### src/rtl/nest_irq_pkg.sv
package nest_irq_pkg;
  // index of the least significant set bit, 0 when none
  function automatic int unsigned low_set(input logic [31:0] v);
    int unsigned r;
    r = 0;
    for (int i = 31; i >= 0; i--) if (v[i]) r = i;
    return r;
  endfunction
endpackage

### src/rtl/irq_cfg_regs.sv
module irq_cfg_regs #(
  parameter int N_SRC = 8,
  parameter int LVL_W = 3,
  localparam int IDX_W = (N_SRC > 1) ? $clog2(N_SRC) : 1
) (
  input  logic             clk_i,
  input  logic             rst_ni,
  input  logic             we_i,
  input  logic [IDX_W-1:0] idx_i,
  input  logic [LVL_W-1:0] lvl_i,
  input  logic             mask_i,
  output logic [LVL_W-1:0] lvl_o [N_SRC],
  output logic [N_SRC-1:0] mask_o
);
  for (genvar s = 0; s < N_SRC; s++) begin : g_src
    logic [LVL_W-1:0] lvl_q;
    logic             mask_q;
    always_ff @(posedge clk_i or negedge rst_ni) begin
      if (!rst_ni) begin
        lvl_q  <= '1;
        mask_q <= 1'b1;
      end else if (we_i && (idx_i == IDX_W'(s))) begin
        lvl_q  <= lvl_i;
        mask_q <= mask_i;
      end
    end
    assign lvl_o[s]  = lvl_q;
    assign mask_o[s] = mask_q;
  end
endmodule

### src/rtl/irq_pend_latch.sv
module irq_pend_latch #(
  parameter int N_SRC = 8
) (
  input  logic             clk_i,
  input  logic             rst_ni,
  input  logic [N_SRC-1:0] req_i,
  input  logic [N_SRC-1:0] clr_i,
  output logic [N_SRC-1:0] pend_o
);
  for (genvar s = 0; s < N_SRC; s++) begin : g_src
    logic req_q, pend_q;
    always_ff @(posedge clk_i or negedge rst_ni) begin
      if (!rst_ni) begin
        req_q  <= 1'b0;
        pend_q <= 1'b0;
      end else begin
        req_q  <= req_i[s];
        // a fresh edge wins over a same-cycle clear
        pend_q <= (pend_q & ~clr_i[s]) | (req_i[s] & ~req_q);
      end
    end
    assign pend_o[s] = pend_q;
  end
endmodule

### src/rtl/irq_arbiter.sv
module irq_arbiter #(
  parameter int N_SRC = 8,
  parameter int LVL_W = 3,
  localparam int IDX_W = (N_SRC > 1) ? $clog2(N_SRC) : 1
) (
  input  logic [N_SRC-1:0] elig_i,
  input  logic [LVL_W-1:0] lvl_i [N_SRC],
  output logic             found_o,
  output logic [IDX_W-1:0] win_idx_o,
  output logic [LVL_W-1:0] win_lvl_o
);
  // ascending scan with strict compare keeps the lower index on ties
  always_comb begin
    found_o   = 1'b0;
    win_idx_o = '0;
    win_lvl_o = '1;
    for (int i = 0; i < N_SRC; i++) begin
      if (elig_i[i] && (!found_o || (lvl_i[i] < win_lvl_o))) begin
        found_o   = 1'b1;
        win_idx_o = IDX_W'(i);
        win_lvl_o = lvl_i[i];
      end
    end
  end
endmodule

### src/rtl/irq_svc_track.sv
module irq_svc_track
  import nest_irq_pkg::*;
#(
  parameter int LVL_W = 3,
  localparam int NLVL = 1 << LVL_W
) (
  input  logic             clk_i,
  input  logic             rst_ni,
  input  logic             ack_fire_i,
  input  logic [LVL_W-1:0] ack_lvl_i,
  input  logic             eos_i,
  input  logic             ei_i,
  input  logic             di_i,
  output logic [NLVL-1:0]  in_svc_o,
  output logic             top_vld_o,
  output logic [LVL_W-1:0] top_lvl_o,
  output logic             gie_o
);
  logic [NLVL-1:0] svc_q, clr_v, set_v;
  logic            gie_q;

  assign top_vld_o = |svc_q;
  assign top_lvl_o = LVL_W'(low_set(32'(svc_q)));

  always_comb begin
    clr_v = '0;
    set_v = '0;
    if (eos_i && top_vld_o) clr_v[top_lvl_o] = 1'b1;
    if (ack_fire_i)         set_v[ack_lvl_i] = 1'b1;
  end

  always_ff @(posedge clk_i or negedge rst_ni) begin
    if (!rst_ni) begin
      svc_q <= '0;
      gie_q <= 1'b0;
    end else begin
      svc_q <= (svc_q & ~clr_v) | set_v;
      if (ack_fire_i || di_i) gie_q <= 1'b0;
      else if (ei_i)          gie_q <= 1'b1;
    end
  end

  assign in_svc_o = svc_q;
  assign gie_o    = gie_q;
endmodule

### src/rtl/nest_irq_ctrl.sv
module nest_irq_ctrl #(
  parameter int N_SRC = 8,
  parameter int LVL_W = 3,
  localparam int IDX_W = (N_SRC > 1) ? $clog2(N_SRC) : 1,
  localparam int NLVL  = 1 << LVL_W
) (
  input  logic             clk_i,
  input  logic             rst_ni,
  input  logic [N_SRC-1:0] req_i,
  input  logic             cfg_we_i,
  input  logic [IDX_W-1:0] cfg_idx_i,
  input  logic [LVL_W-1:0] cfg_lvl_i,
  input  logic             cfg_mask_i,
  input  logic             ei_i,
  input  logic             di_i,
  input  logic             ack_i,
  input  logic             eos_i,
  output logic             irq_o,
  output logic [IDX_W-1:0] vec_o,
  output logic [LVL_W-1:0] irq_lvl_o,
  output logic             gie_o,
  output logic [NLVL-1:0]  in_svc_o
);
  logic [LVL_W-1:0] lvl_w [N_SRC];
  logic [N_SRC-1:0] mask_w, pend_w, clr_w;
  logic             found_w, top_vld_w, preempt_ok, ack_fire;
  logic [IDX_W-1:0] win_idx_w;
  logic [LVL_W-1:0] win_lvl_w, top_lvl_w;

  irq_cfg_regs #(.N_SRC(N_SRC), .LVL_W(LVL_W)) u_cfg (
    .clk_i, .rst_ni,
    .we_i(cfg_we_i), .idx_i(cfg_idx_i), .lvl_i(cfg_lvl_i), .mask_i(cfg_mask_i),
    .lvl_o(lvl_w), .mask_o(mask_w)
  );

  irq_pend_latch #(.N_SRC(N_SRC)) u_pend (
    .clk_i, .rst_ni, .req_i, .clr_i(clr_w), .pend_o(pend_w)
  );

  irq_arbiter #(.N_SRC(N_SRC), .LVL_W(LVL_W)) u_arb (
    .elig_i(pend_w & ~mask_w), .lvl_i(lvl_w),
    .found_o(found_w), .win_idx_o(win_idx_w), .win_lvl_o(win_lvl_w)
  );

  irq_svc_track #(.LVL_W(LVL_W)) u_svc (
    .clk_i, .rst_ni,
    .ack_fire_i(ack_fire), .ack_lvl_i(win_lvl_w),
    .eos_i, .ei_i, .di_i,
    .in_svc_o, .top_vld_o(top_vld_w), .top_lvl_o(top_lvl_w), .gie_o
  );

  assign preempt_ok = !top_vld_w || (win_lvl_w < top_lvl_w);
  assign irq_o      = gie_o && found_w && preempt_ok;
  assign ack_fire   = ack_i && irq_o;
  assign vec_o      = win_idx_w;
  assign irq_lvl_o  = win_lvl_w;

  always_comb begin
    clr_w = '0;
    if (ack_fire) clr_w[win_idx_w] = 1'b1;
  end
endmodule

### config.mk
export PLATFORM = sky130hd
export DESIGN_NAME = nest_irq_ctrl
export DESIGN_NICKNAME = d
export VERILOG_FILES = /design/src/rtl/nest_irq_pkg.sv /design/src/rtl/irq_cfg_regs.sv /design/src/rtl/irq_pend_latch.sv /design/src/rtl/irq_arbiter.sv /design/src/rtl/irq_svc_track.sv /design/src/rtl/nest_irq_ctrl.sv
export SDC_FILE = /design/constraint.sdc
export NUM_CORES = 1
export LEC_CHECK = 0
export BUFFER_PORTS_ARGS = -buffer_cell sky130_fd_sc_hd__buf_2
export CAP_MARGIN = 0
export CORE_MARGIN = 3
export CORE_UTILIZATION = 45
export DETAILED_ROUTE_END_ITERATION = 8
export GPL_ROUTABILITY_DRIVEN = 0
export GPL_TIMING_DRIVEN = 1
export PLACE_DENSITY = 0.66
export SLEW_MARGIN = 20
export SYNTH_ARGS = -nofsm -noshare
export SYNTH_HDL_FRONTEND = slang
export SYNTH_SLANG_ARGS = --single-unit
### constraint.sdc
create_clock -name clk_i -period 13.94 [get_ports clk_i]
set_input_delay 2.788 -clock clk_i [delete_from_list [all_inputs] [get_ports clk_i]]
set_output_delay 2.788 -clock clk_i [all_outputs]
set_load 0.02 [all_outputs]
==> results.md <==
- Row Count: 32
- CTS max path bufs: 2
- H-Tree Level Count: 3
- CTS clk-pin slew, worst paths: 0.07 ns
- Multi-input logic area: 0.00229 mm²
- Vias in the first global route: 3004
- Slowest cell on the critical path: dfstp_2
- Max-Cap Viols: 0
- Async SR Flop Fraction: 100%
- Largest net degree at the start of global routing: 58
- CTS Sinks: 57
- Cells after DPL: ~520
- Antenna Cells: 0
- Compound-cell area share of the yosys netlist: 24.4%
- Max Clock Freq: ~75 MHz
- Starting density of the core: 47.7%
- Number of port buffers: 37
- Synth Register Bits: 57
- Post-synth top cells: mux2_2 (34), dfstp_2 (32), dfrtp_1 (25), inv_1 (25), nor2_1 (25)
- Routed Wire Length: 9260 µm
- Sequential fraction of the synthesis area: between 30% and 40%
- Critical path required time: 11.15 ns
- Fillcell total: 697
- CTS tree: built
- Layout cells sized above 1: 39.7%
- Avg WL per Cell: 17.0 µm
- Clk Latency, worst-skew pair: 0.35 ns
- Mux contribution to synthesized area: 11.6%
- Area growth syn-to-layout: 19.1%
- Critical path destination: irq_o
- Unique masters post-synth: 70
- CORE AREA: 0.00793 mm²
- Status: completed
- Reg-to-reg startpoint: u_cfg.g_src[1].lvl_q[2]
- Layout Cells excl Fill: 545
- Final Cycle Share: 95.7%
- Synth Warn #: 0
- Die Wd: slightly below 100 µm
- Chip height: 97.7 µm
- Fin. Hold Viols: 0
- Flip-flop and latch area: 0.00147 mm²
- Count leader, synth: mux2_2
- Nets@finish: 470
- Worst Setup SP: u_cfg.g_src[1].lvl_q[2]
- XOR/XNOR share of the synthesized area: 0%
- Syn_area_per_cell: just over 10 µm²
- Critical-path maximum fanout: 7
- Worst Max-Slew Pin Slew: 0.774 ns
- Final setup violation count: 0
- Hold crit path type: reg -> reg
- Top delay family on crit path: compound AO/OA/AOI/OAI gates
- Die ar.: 0.00955 mm²
- Simple-gate share of the synthesized area: between 10% and 20%
- # DRC: 0
- I/O pin count: 38
- Remaining global-route overflow: 0
- Setup crit end kind: primary output
- Kind of critical path: reg -> out
- Worst-case clock skew: around 0.013 ns
- R2R depth: 46
- Number of stages on the worst setup path: 45
- Final ANT Viol Nets: 0
- Mapped Cells: between 300 and 400
- Crit-path most repeated cell: ha_1
- Number of detailed-route iterations in the first pass: 6
- Starting DRC count in detailed routing: approximately 140
- Leading area contributor after synthesis: dfstp_2
- Synth Area in Adders: 3.57%
- Global-route wire length before repair: about 15000 µm
- Initial antenna violation count: 0
- Vias/cell: around 5.9
- Post-synth EDFFs: 0
- Flop2flop setup slack: 3.16 ns
- Endpoint of the lowest-slack register-to-register path: u_svc.in_svc_o[5]
- Max-slew violations: 0
- Fin crit period: 13.34 ns
- Dpl hpwl: 6720 µm
- Worst setup SP type: flip-flop
- All-Layer GR Usage: 19.6%
- WP buf/inv: 4
- Via count: 3197
- Largest family of logic cells by synthesized area: compound AO/OA/AOI/OAI gates
- CTS root buf: clkbuf_8
- Top area cells in the synthesized netlist: dfstp_2 (22%), dfrtp_1 (17%), mux2_2 (10%), ha_1 (3.3%), nand2b_1 (3.0%)
- Crit path DAT: 10.56 ns
- Slew HR: 48.3%
- Ys flop type: dfstp_2
- Mapped cell area: roughly 0.0038 mm²
- CP max stage delay: around 0.57 ns
- CTS buffer count: 9
- Yosys top cell area share: 22.2%
- Syn Nets: 408
metrics by stage:
step | setup TNS [ns] | setup slack, ns | util, % | instance area [µm²] | hold slack, ns
after CTS | 0 | 0.00701 | 55.0 | 4360 | 0.408
after floorplan | 0 | 0.476 | - | 3780 | 0.392
after global placement | 0 | 0.0932 | 51.8 | 4110 | 0.394
final | 0 | 0.595 | 56.8 | 4510 | 0.408
after global routing | -0.0748 | -0.0748 | 56.8 | 4510 | 0.433
after detailed placement | -0.102 | -0.102 | 51.8 | 4110 | 0.398
worst min path at each step:
stage                                   to  slack, ns             startpoint  depth (start not counted)
finish              u_pend.g_src[6].pend_q       0.41  u_pend.g_src[6].req_q                          1
global route        u_pend.g_src[6].pend_q       0.43  u_pend.g_src[6].req_q                          1
CTS                 u_pend.g_src[2].pend_q       0.41  u_pend.g_src[2].req_q                          1
detailed placement  u_pend.g_src[2].pend_q       0.40  u_pend.g_src[2].req_q                          1
global placement    u_pend.g_src[3].pend_q       0.39  u_pend.g_src[3].req_q                          1
floorplan           u_pend.g_src[2].pend_q       0.39  u_pend.g_src[2].req_q                          1
layout by cell type, fill, tap and decap left out, types with 4 or more instances in the layout:
| cell | n |
|---|---|
| buf_2 | 37 |
| mux2_2 | 33 |
| dfstp_2 | 32 |
| inv_1 | 25 |
| dfrtp_1 | 25 |
| nor2_1 | 24 |
| nand2_1 | 22 |
| o21ai_0 | 20 |
| nand2b_1 | 17 |
| buf_4 | 17 |
| a21oi_1 | 16 |
| ha_1 | 10 |
| clkbuf_8 | 10 |
| nor2b_1 | 9 |
| nor3_1 | 9 |
| o21ai_1 | 8 |
| nand4_1 | 6 |
| and2_1 | 5 |
| a211o_1 | 5 |
| o21a_1 | 5 |
| nand3_1 | 5 |
| o211ai_1 | 4 |
| o41ai_1 | 4 |
layer usage:
metal / wire [µm] / GRT usage [%] / up-vias
met5: 0 / 0 / -
met3: 532 / 4.74 / 15
met2: 4140 / 29.2 / 102
li1: - / - / 1550
met1: 4430 / 28.4 / 1530
met4: 156 / 5.86 / 0
registers in the layout (all words and copies together), names as in the netlist:
| name | flops |
|---|---|
| u_pend.g_src.req_q | 8 |
| u_cfg.g_src.lvl_q | 24 |
| u_cfg.g_src.mask_q | 8 |
| u_pend.g_src.pend_q | 8 |
| u_svc.gie_o | 1 |
| u_svc.in_svc_o | 8 |
what timing repair did:
action / 4_1_cts / 5_1_grt
setup buffers: 4 / 10
setup endpoints to repair: 1 / 1
gates resized for setup: 3 / 15
pin swaps: 3 / 4
hold buffers: 0 / 0
gates cloned: 0 / 0
kinds of logic after synthesis:
logic type	Yosys count
AOI/OAI and AO/OA	113
muxes	39
adders and majority gates	11
and+or+nand+nor	127
DFF	57
buffers and inverters	29
area by class of cell:
| class | count | area share, % |
|---|---|---|
| clock buffer | 10 | 3.05 |
| tap | 102 | 2.83 |
| inverter | 26 | 2.17 |
| multi-input combinational | 290 | 50.8 |
| timing repair buffer | 54 | 6.94 |
| clock inverter | 6 | 1.64 |
| sequential | 57 | 32.5 |
worst reg2reg max path, delay by kind of cell, from the launching register on:
kind / cells / cell delay, ns
mux: 5 / 1.52
compound gates: 20 / 4.60
buf+inv: 3 / 0.26
fa+ha+maj: 6 / 1.51
flops: 1 / 0.57
simple gates: 12 / 2.25
Power is left out: the tool's default activity adds up to more than one toggle a clock period on the data nets, which glitch-free logic cannot reach.
